`src/rtl/indacc_pkg.sv`:
```
package indacc_pkg;
  localparam int WORD_W   = 16;
  localparam int FIELD_W  = 5;
  localparam int BUSY_BIT = 15;
  localparam logic [FIELD_W-1:0] WIN_CMD  = 5'd0;
  localparam logic [FIELD_W-1:0] WIN_DATA = 5'd1;
  localparam logic [1:0] OPC_READ  = 2'd2;
  localparam logic [1:0] OPC_WRITE = 2'd1;

  typedef enum logic [1:0] {
    ERR_OK      = 2'd0,
    ERR_TIMEOUT = 2'd1,
    ERR_BUS     = 2'd2
  } errCode_e;

  typedef enum logic [2:0] {
    ACC_POLL,
    ACC_CMD,
    ACC_DATA_WR,
    ACC_DATA_RD,
    ACC_DIRECT
  } acc_e;

  typedef struct packed {
    logic latchReq;
    logic pollClr;
    logic pollInc;
    logic gapLoad;
    logic rdCapture;
    acc_e acc;
  } ctrlStrobe_t;
endpackage

```
`src/rtl/indacc_dp.sv`:
```
module indacc_dp
  import indacc_pkg::*;
#(
  parameter int POLL_LIMIT = 100,
  parameter int POLL_GAP   = 1000
) (
  input  logic               clk,
  input  logic               rstN,
  input  ctrlStrobe_t        strb,
  input  logic               reqWrite,
  input  logic [FIELD_W-1:0] reqBusAddr,
  input  logic [FIELD_W-1:0] reqDev,
  input  logic [FIELD_W-1:0] reqReg,
  input  logic [WORD_W-1:0]  reqWdata,
  input  logic [WORD_W-1:0]  busRdata,
  output logic [FIELD_W-1:0] busAddr,
  output logic [FIELD_W-1:0] busReg,
  output logic               busWrite,
  output logic [WORD_W-1:0]  busWdata,
  output logic [WORD_W-1:0]  rdData,
  output logic               opWrite,
  output logic               pollMax,
  output logic               gapZero
);
  localparam int PCW = (POLL_LIMIT > 1) ? $clog2(POLL_LIMIT) : 1;
  localparam int GW  = $clog2(POLL_GAP + 1);

  logic               wrQ;
  logic [FIELD_W-1:0] addrQ, devQ, regQ;
  logic [WORD_W-1:0]  wdQ, rdQ;
  logic [PCW-1:0]     pollCnt;
  logic [GW-1:0]      gapCnt;
  logic [WORD_W-1:0]  cmdWord;

  always_ff @(posedge clk) begin
    if (!rstN) begin
      wrQ <= 1'b0; addrQ <= '0; devQ <= '0; regQ <= '0;
      wdQ <= '0; rdQ <= '0; pollCnt <= '0; gapCnt <= '0;
    end else begin
      if (strb.latchReq) begin
        wrQ <= reqWrite; addrQ <= reqBusAddr; devQ <= reqDev;
        regQ <= reqReg; wdQ <= reqWdata;
      end
      if (strb.pollClr)      pollCnt <= '0;
      else if (strb.pollInc) pollCnt <= pollCnt + 1'b1;
      if (strb.gapLoad)      gapCnt <= GW'(POLL_GAP);
      else if (gapCnt != '0) gapCnt <= gapCnt - 1'b1;
      if (strb.rdCapture)    rdQ <= busRdata;
    end
  end

  assign cmdWord = {1'b1, 2'b00, 1'b1, (wrQ ? OPC_WRITE : OPC_READ), devQ, regQ};
  assign pollMax = (pollCnt == PCW'(POLL_LIMIT - 1));
  assign gapZero = (gapCnt == '0);
  assign opWrite = wrQ;
  assign rdData  = rdQ;

  always_comb begin
    busAddr  = addrQ;
    busReg   = WIN_CMD;
    busWrite = 1'b0;
    busWdata = '0;
    unique case (strb.acc)
      ACC_CMD:     begin busWrite = 1'b1; busWdata = cmdWord; end
      ACC_DATA_WR: begin busReg = WIN_DATA; busWrite = 1'b1; busWdata = wdQ; end
      ACC_DATA_RD: busReg = WIN_DATA;
      ACC_DIRECT:  begin
        busAddr = devQ; busReg = regQ; busWrite = wrQ;
        busWdata = wrQ ? wdQ : '0;
      end
      default: ;
    endcase
  end

  AST_POLL_BOUND: assert property (@(posedge clk) disable iff (!rstN)
    strb.pollInc |-> (pollCnt < PCW'(POLL_LIMIT - 1)));
endmodule

```
`src/rtl/indacc_ctrl.sv`:
```
module indacc_ctrl
  import indacc_pkg::*;
(
  input  logic        clk,
  input  logic        rstN,
  input  logic        reqValid,
  input  logic        directReq,
  input  logic        opWrite,
  input  logic        pollMax,
  input  logic        gapZero,
  input  logic        busAck,
  input  logic        busErr,
  input  logic        busyFlag,
  output ctrlStrobe_t strb,
  output logic        reqReady,
  output logic        busReq,
  output logic        done,
  output logic [1:0]  errCode
);
  typedef enum logic [2:0] {
    S_IDLE, S_POLL, S_GAP, S_WDATA, S_CMD, S_RDATA, S_DIRECT, S_DONE
  } state_e;

  state_e   st, stNext;
  logic     second, secondNext;
  errCode_e errQ, errNext;

  always_ff @(posedge clk) begin
    if (!rstN) begin
      st <= S_IDLE; second <= 1'b0; errQ <= ERR_OK;
    end else begin
      st <= stNext; second <= secondNext; errQ <= errNext;
    end
  end

  always_comb begin
    stNext = st; secondNext = second; errNext = errQ;
    strb = '0; strb.acc = ACC_POLL;
    busReq = 1'b0; reqReady = 1'b0; done = 1'b0;
    unique case (st)
      S_IDLE: begin
        reqReady = 1'b1;
        if (reqValid) begin
          strb.latchReq = 1'b1; strb.pollClr = 1'b1;
          secondNext = 1'b0; errNext = ERR_OK;
          stNext = directReq ? S_DIRECT : S_POLL;
        end
      end
      S_POLL: begin
        busReq = 1'b1; strb.acc = ACC_POLL;
        if (busAck) begin
          if (!busErr && !busyFlag) begin
            strb.pollClr = 1'b1;
            if (!second) stNext = opWrite ? S_WDATA : S_CMD;
            else         stNext = opWrite ? S_DONE : S_RDATA;
          end else if (pollMax) begin
            errNext = ERR_TIMEOUT; stNext = S_DONE;
          end else begin
            strb.pollInc = 1'b1; strb.gapLoad = 1'b1; stNext = S_GAP;
          end
        end
      end
      S_GAP: if (gapZero) stNext = S_POLL;
      S_WDATA: begin
        busReq = 1'b1; strb.acc = ACC_DATA_WR;
        if (busAck) begin
          if (busErr) begin errNext = ERR_BUS; stNext = S_DONE; end
          else stNext = S_CMD;
        end
      end
      S_CMD: begin
        busReq = 1'b1; strb.acc = ACC_CMD;
        if (busAck) begin
          if (busErr) begin errNext = ERR_BUS; stNext = S_DONE; end
          else begin secondNext = 1'b1; stNext = S_POLL; end
        end
      end
      S_RDATA: begin
        busReq = 1'b1; strb.acc = ACC_DATA_RD;
        if (busAck) begin
          if (busErr) errNext = ERR_BUS;
          else strb.rdCapture = 1'b1;
          stNext = S_DONE;
        end
      end
      S_DIRECT: begin
        busReq = 1'b1; strb.acc = ACC_DIRECT;
        if (busAck) begin
          if (busErr) errNext = ERR_BUS;
          else strb.rdCapture = !opWrite;
          stNext = S_DONE;
        end
      end
      S_DONE: begin
        done = 1'b1; stNext = S_IDLE;
      end
      default: stNext = S_IDLE;
    endcase
  end

  assign errCode = errQ;

  AST_DONE_PULSE: assert property (@(posedge clk) disable iff (!rstN)
    done |=> !done);
  AST_BUS_ABORT: assert property (@(posedge clk) disable iff (!rstN)
    (st == S_DONE && errQ == ERR_BUS) |-> $past(busAck && busErr));
  AST_GAP_SPACING: assert property (@(posedge clk) disable iff (!rstN)
    (st == S_POLL && $past(st) == S_GAP) |-> $past(gapZero));
  AST_REQ_HOLD: assert property (@(posedge clk) disable iff (!rstN)
    (busReq && !busAck) |=> (busReq && $stable(strb.acc)));
endmodule

```
`src/rtl/indirect_access_seq.sv`:
```
module indirect_access_seq
  import indacc_pkg::*;
#(
  parameter int POLL_LIMIT = 100,
  parameter int POLL_GAP   = 1000
) (
  input  logic        clk,
  input  logic        rstN,
  input  logic        reqValid,
  output logic        reqReady,
  input  logic        reqWrite,
  input  logic [4:0]  reqBusAddr,
  input  logic [4:0]  reqDev,
  input  logic [4:0]  reqReg,
  input  logic [15:0] reqWdata,
  output logic        done,
  output logic [1:0]  errCode,
  output logic [15:0] rdData,
  output logic        busReq,
  output logic        busWrite,
  output logic [4:0]  busAddr,
  output logic [4:0]  busReg,
  output logic [15:0] busWdata,
  input  logic        busAck,
  input  logic        busErr,
  input  logic [15:0] busRdata
);
  ctrlStrobe_t strb;
  logic opWrite, pollMax, gapZero;

  indacc_ctrl u_ctrl (
    .clk(clk), .rstN(rstN), .reqValid(reqValid),
    .directReq(reqBusAddr == '0), .opWrite(opWrite),
    .pollMax(pollMax), .gapZero(gapZero), .busAck(busAck), .busErr(busErr),
    .busyFlag(busRdata[BUSY_BIT]), .strb(strb), .reqReady(reqReady),
    .busReq(busReq), .done(done), .errCode(errCode)
  );

  indacc_dp #(.POLL_LIMIT(POLL_LIMIT), .POLL_GAP(POLL_GAP)) u_dp (
    .clk(clk), .rstN(rstN), .strb(strb), .reqWrite(reqWrite),
    .reqBusAddr(reqBusAddr), .reqDev(reqDev), .reqReg(reqReg),
    .reqWdata(reqWdata), .busRdata(busRdata), .busAddr(busAddr),
    .busReg(busReg), .busWrite(busWrite), .busWdata(busWdata),
    .rdData(rdData), .opWrite(opWrite), .pollMax(pollMax), .gapZero(gapZero)
  );
endmodule

```
`config.mk`:
```
export PLATFORM = sky130hd
export DESIGN_NAME = indirect_access_seq
export DESIGN_NICKNAME = d
export VERILOG_FILES = /design/src/rtl/indacc_pkg.sv /design/src/rtl/indacc_dp.sv /design/src/rtl/indacc_ctrl.sv /design/src/rtl/indirect_access_seq.sv
export SDC_FILE = /design/constraint.sdc
export NUM_CORES = 1
export LEC_CHECK = 0
export BUFFER_PORTS_ARGS = -buffer_cell sky130_fd_sc_hd__buf_2
export CORE_MARGIN = 10
export CORE_UTILIZATION = 52
export CTS_CLUSTER_DIAMETER = 150
export CTS_CLUSTER_SIZE = 10
export DETAILED_ROUTE_END_ITERATION = 8
export GPL_TIMING_DRIVEN = 0
export PLACE_DENSITY = 0.92
export SLEW_MARGIN = 20
export SYNTH_ARGS = -nofsm -noshare
export SYNTH_HDL_FRONTEND = slang
export SYNTH_HIERARCHICAL = 1
export SYNTH_SLANG_ARGS = --single-unit
```
`constraint.sdc`:
```
create_clock -name clk -period 2.2 [get_ports clk]
set_input_delay 0.44 -clock clk [delete_from_list [all_inputs] [get_ports clk]]
set_output_delay 0.44 -clock clk [all_outputs]
set_load 0.005 [all_outputs]
```
* After elaboration in Yosys (flattened, before gate mapping)
Index checks and enable logic that the tools add are counted.
Word-level totals: register bits 71, bits of input ports 53, output and inout port bits 48
Cells by class: reduce and logical (&&, ||, !) cells 21, add/sub/neg operators 2, equal/unequal tests 23, bitwise gates (word level) 1, mux-type cells 51
Operators with widths (count):
- one-hot mux 16 bit (3 select lines) | 1
- two-way mux 3 bit | 13
- two-way mux 2 bit | 13
- one-hot mux 3 bit (7 select lines) | 1
- two-way mux 10 bit | 2
- two-way mux 16 bit | 1
- inequality test 2 bit (second input constant) | 8
- equality test 3 bit (second input constant) | 5
- equality test 3 x 2 -> 1 bit (second input constant) | 4
- two-way mux 1 bit | 12
- one-hot mux 3 bit (4 select lines) | 1
- zero test 10 bit | 1
- one-hot mux 5 bit (2 select lines) | 1
- nonzero test 10 bit | 1
- OR reduction 2 bit | 5
- subtractor 10 x 1 -> 10 bit (second input constant) | 1
- one-hot mux 1 bit (2 select lines) | 4
- adder 7 x 1 -> 7 bit (second input constant) | 1
- equality test 7 bit (second input constant) | 1
- AND reduction 7 bit | 1
- equality test 3 x 1 -> 1 bit (second input constant) | 2
- inequality test 2 x 1 -> 1 bit (second input constant) | 3
- one-hot mux 2 bit (3 select lines) | 1
- AND reduction 6 bit | 1
- other kinds (11) | 14

* Depth between registers and ports, before layout
word-level depth 6, depth in mapped cells 10

* Modules after synthesis
Netlist, hierarchy kept.
Modules (own cells, without submodules):
- indacc_dp | times used 1, area an instance 2885.3 um^2, cells each 282
- indacc_ctrl | times used 1, area an instance 579.3 um^2, cells each 83
- indirect_access_seq | times used 1, area an instance 11.3 um^2, cells each 2

* Worst setup path after synthesis
OpenSTA, ideal clock, no wires.
path type register -> output, start point register u_ctrl.st[1], end point output busWdata[1], data required time 1.760 ns, arrival time 1.633 ns, slack 0.127 ns, cell stages (with the launch flop) 8, buffers on the path 2, path through dfxtp_1 -> buf_6 -> nand2b_1 -> a21oi_1 -> nand2b_1 -> a21oi_2 -> buf_2 -> a22o_1
RTL lines:
- from (decl) | RTL line indacc_ctrl.sv:24 | state_e st, stNext;
- from (signal assigned) | RTL line indacc_ctrl.sv:32 | st <= stNext; second <= secondNext; errQ <= errNext;
- to (decl) | RTL line indirect_access_seq.sv:23 | output logic [15:0] busWdata,

==> impl_metrics.ini <==
[sta]
slew-limit-headroom_pct = 63.6
fin_setup_tns_ns = -5.70
layout_min_cycle_time_ns = 2.46
clock_skew_ns = 0.0126
worst_slack_ns = -0.263
drv_slew = 0
finalSetupViolCount = 32
period_share_pct = 112
hold_violations = 0
max_freq_ghz = 0.406
worstMarginPinSlew_ns = 0.541
rsz0062_at_grt = true
hold_ws_ns = 0.350

[pwr]
swShare_pct = 37.7
seqPwrFrac_pct = 34.7
clkPwrFrac_pct = 20.6
ir_drop_uv = 662
p_switching_mw = 1.96
internal_power_mw = 3.23
cellPowerDensity_mw_per_mm2 = 1090
p_leak_nw = 2.02
combPwrFrac_pct = 44.7

[synthesis]
synth_seq_cells = 71
ys_warn_count = 6
synth_seq_area_share_pct = 40.9
synth.distinct_cells = 59
synth_cells = 367
synth_flop_cell = dfxtp_1
synthArstFlopShare_pct = 0
syn_area_mm2 = 0.00348
syn-num-nets = 422
synth-edff-count = 0
syn_avg_cell_area_um2 = 9.47

[worst_setup_path]
critPathKind = reg2out
cp_slowest_cell = dfxtp_2
slowest_delay_ns = 0.35
crit_buf_inv = 4
path_delay_family = buffers and inverters
cp-end-kind = output port
critical_path_arrival_ns = 2.02
path_cells = buf_6 > nand2b_4 > a21oi_4 > buf_12 > nor3b_4 > buf_12 > mux2_4 > buf_6
cp_max_fo = 5
start_kind = register
worst_ep_required_time_ns = 1.76

[clocking]
clkSinkCount = 71
insertion_delay_ns = 0.36
postCtsHoldBufs = 0
cts_tree = yes
clockBufferDepth = 2
cts_max_level = 3
path_clk_slew_ns = 0.08
cts_root_buf = clkbuf_8
cts_made_buffers = 9

[route]
routed_wl_mm = 12.7
wl_per_cell_um = 21.6
drtAntennaViolNets = 0
first_pass_iters = 5
drtIter0Drc = 363
avgViaCountPerCell = 6.11
vias = 3591
drc = 0

[worst_hold_path]
worst_hold_path_type = in2reg

[floorplanning]
row_count = 29
die_y_um = 102
io_pins = 101
core_mm2 = 0.00642
start_util_pct = 54.1
die_width_um = 102
die-area_mm2 = 0.0104

[placement]
dpl-instance-area_mm2 = 0.00407
place_congestion = 0.893
dp_hpwl_mm = 7.30
port-buffer-count = 99

[cells_and_area]
final_common_cell = buf_2
antenna_cells = 0
drive_above_1_share_pct = 38.2
layout_common_cells = buf_2 (91), dfxtp_1 (68), mux2i_1 (50)
stdcell_area_mm2 = 0.00477
nNetsFinal = 561
syn2layout_area_growth_pct = 37.4

[global_route]
antenna_found_initial = 0
grt_pass1_vias = 3530
grt_overflow = 0
groute.usage.overall_pct = 21.8
grt_pass1_wl_mm = 17.7
grt_max_degree = 17

[status]
violations = negative setup slack
status = complete, but fails checks

[flow_run]
maxCapViolCount = 0
layout make-up:
type	count	area (um2)
inverters	8	37.5
well taps	77	96.3
clock buffers	13	149
fillers	384	1650
repair buffers	130	856
plain buffers	19	139
clock inverters	3	42.5
multi-input cells	267	2030
flip-flops and latches	71	1430
registers in the layout (all words and copies together), names as in the netlist:
name	count
u_dp/opWrite	1
u_dp/rdData	16
u_dp/devQ	5
u_ctrl/second	1
u_ctrl/st	3
u_dp/pollCnt	7
u_dp/wdQ	16
u_dp/regQ	5
u_dp/addrQ	5
u_ctrl/errCode	2
u_dp/gapCnt	10
Yosys cell counts (all sizes together), types with 2 or more instances:
cell type | count | area share, %
nor3b | 5 | 1.5
nand2 | 22 | 2.4
mux2i | 50 | 14
a22o | 11 | 2.8
o31a | 5 | 1.3
a41oi | 2 | 0.50
and4b | 2 | 0.61
inv | 8 | 0.86
nand4 | 2 | 0.36
nor3 | 12 | 1.7
ha | 2 | 0.72
a21oi | 14 | 2.1
buf | 14 | 2.5
clkbuf | 7 | 0.76
mux2 | 5 | 1.6
and2 | 7 | 1.3
nor2b | 48 | 8.6
a211oi | 2 | 0.43
nand2b | 7 | 1.3
or3 | 5 | 0.90
o21ai | 12 | 1.8
dfxtp | 71 | 41
xor2 | 3 | 0.76
xnor2 | 3 | 0.76
nor4b | 2 | 0.94
or2 | 2 | 0.36
nand3 | 3 | 0.58
a21boi | 4 | 0.86
nor2 | 20 | 2.2
worst register-to-register path: stages, from the launching register on:
cell	delay (ns)
dfxtp_4	0.37
buf_8	0.12
buf_4	0.17
nor3b_4	0.27
and4b_2	0.35
buf_6	0.15
nand4_1	0.13
o21ai_0	0.49
a21oi_1	0.20
stage by stage:
| stage | power (mW) | setup slack, ns | utilization [%] | cells |
|---|---|---|---|---|
| 2_1_floorplan | 2.98 | 0.127 | - | 367 |
| 3_3_place_gp | 3.39 | -0.337 | 63.3 | 543 |
| 3_5_place_dp | 3.46 | -0.386 | 63.3 | 543 |
| 4_1_cts | 4.82 | -0.162 | 72.0 | 573 |
| 5_1_grt | 5.41 | -0.309 | 74.3 | 588 |
| 6_report | 5.19 | -0.263 | 74.3 | 588 |
power groups by stage:
stage                     registers, mW  clock network (mW)  logic [mW]
after floorplan                    1.71                   0        1.26
after global placement             1.75                   0        1.63
after detailed placement           1.77                   0        1.69
after CTS                          1.75                1.05        2.01
after global routing               1.82                1.12        2.48
final                              1.80                1.07        2.32
kinds of logic (layout without fill, tap and decap cells):
logic type / count (synthesis) / in the layout / synth area share, %
AO/OA/AOI/OAI: 60 / 60 / 12.2
multiplexers: 55 / 55 / 16.0
flip-flops: 71 / 71 / 40.9
buffers and inverters: 29 / 173 / 4.14
AND/OR/NAND/NOR: 144 / 144 / 24.5
adder cells (fa/ha/maj): 2 / 2 / 0.720
XOR/XNOR: 6 / 6 / 1.51
metal layers:
layer / up-vias / track usage (%) / share of wire, %
li1: 1568 / - / -
met1: 1702 / 22.8 / 35
met2: 245 / 37.2 / 49
met3: 76 / 8.85 / 11
met4: 0 / 10.8 / 5.7
met5: - / 0 / 0
final timing paths:
path                          start                 to  slack [ns]  depth (start not counted)
setup / recovery       u_ctrl/st[2]         busAddr[4]       -0.26                          8
hold / removal         busRdata[13]    u_dp/rdData[13]        0.35                          3
setup reg to reg       u_ctrl/st[1]    u_dp/pollCnt[5]       -0.21                          8
hold reg to reg   u_ctrl/errCode[0]  u_ctrl/errCode[0]        0.50                          2
timing repair:
item	in CTS	in global routing
setup endpoints to repair	32	74
resized for setup	54	17
cloned	1	1
pin swaps	9	11
setup buffers	14	16
Power figures use the tool's default switching activity.
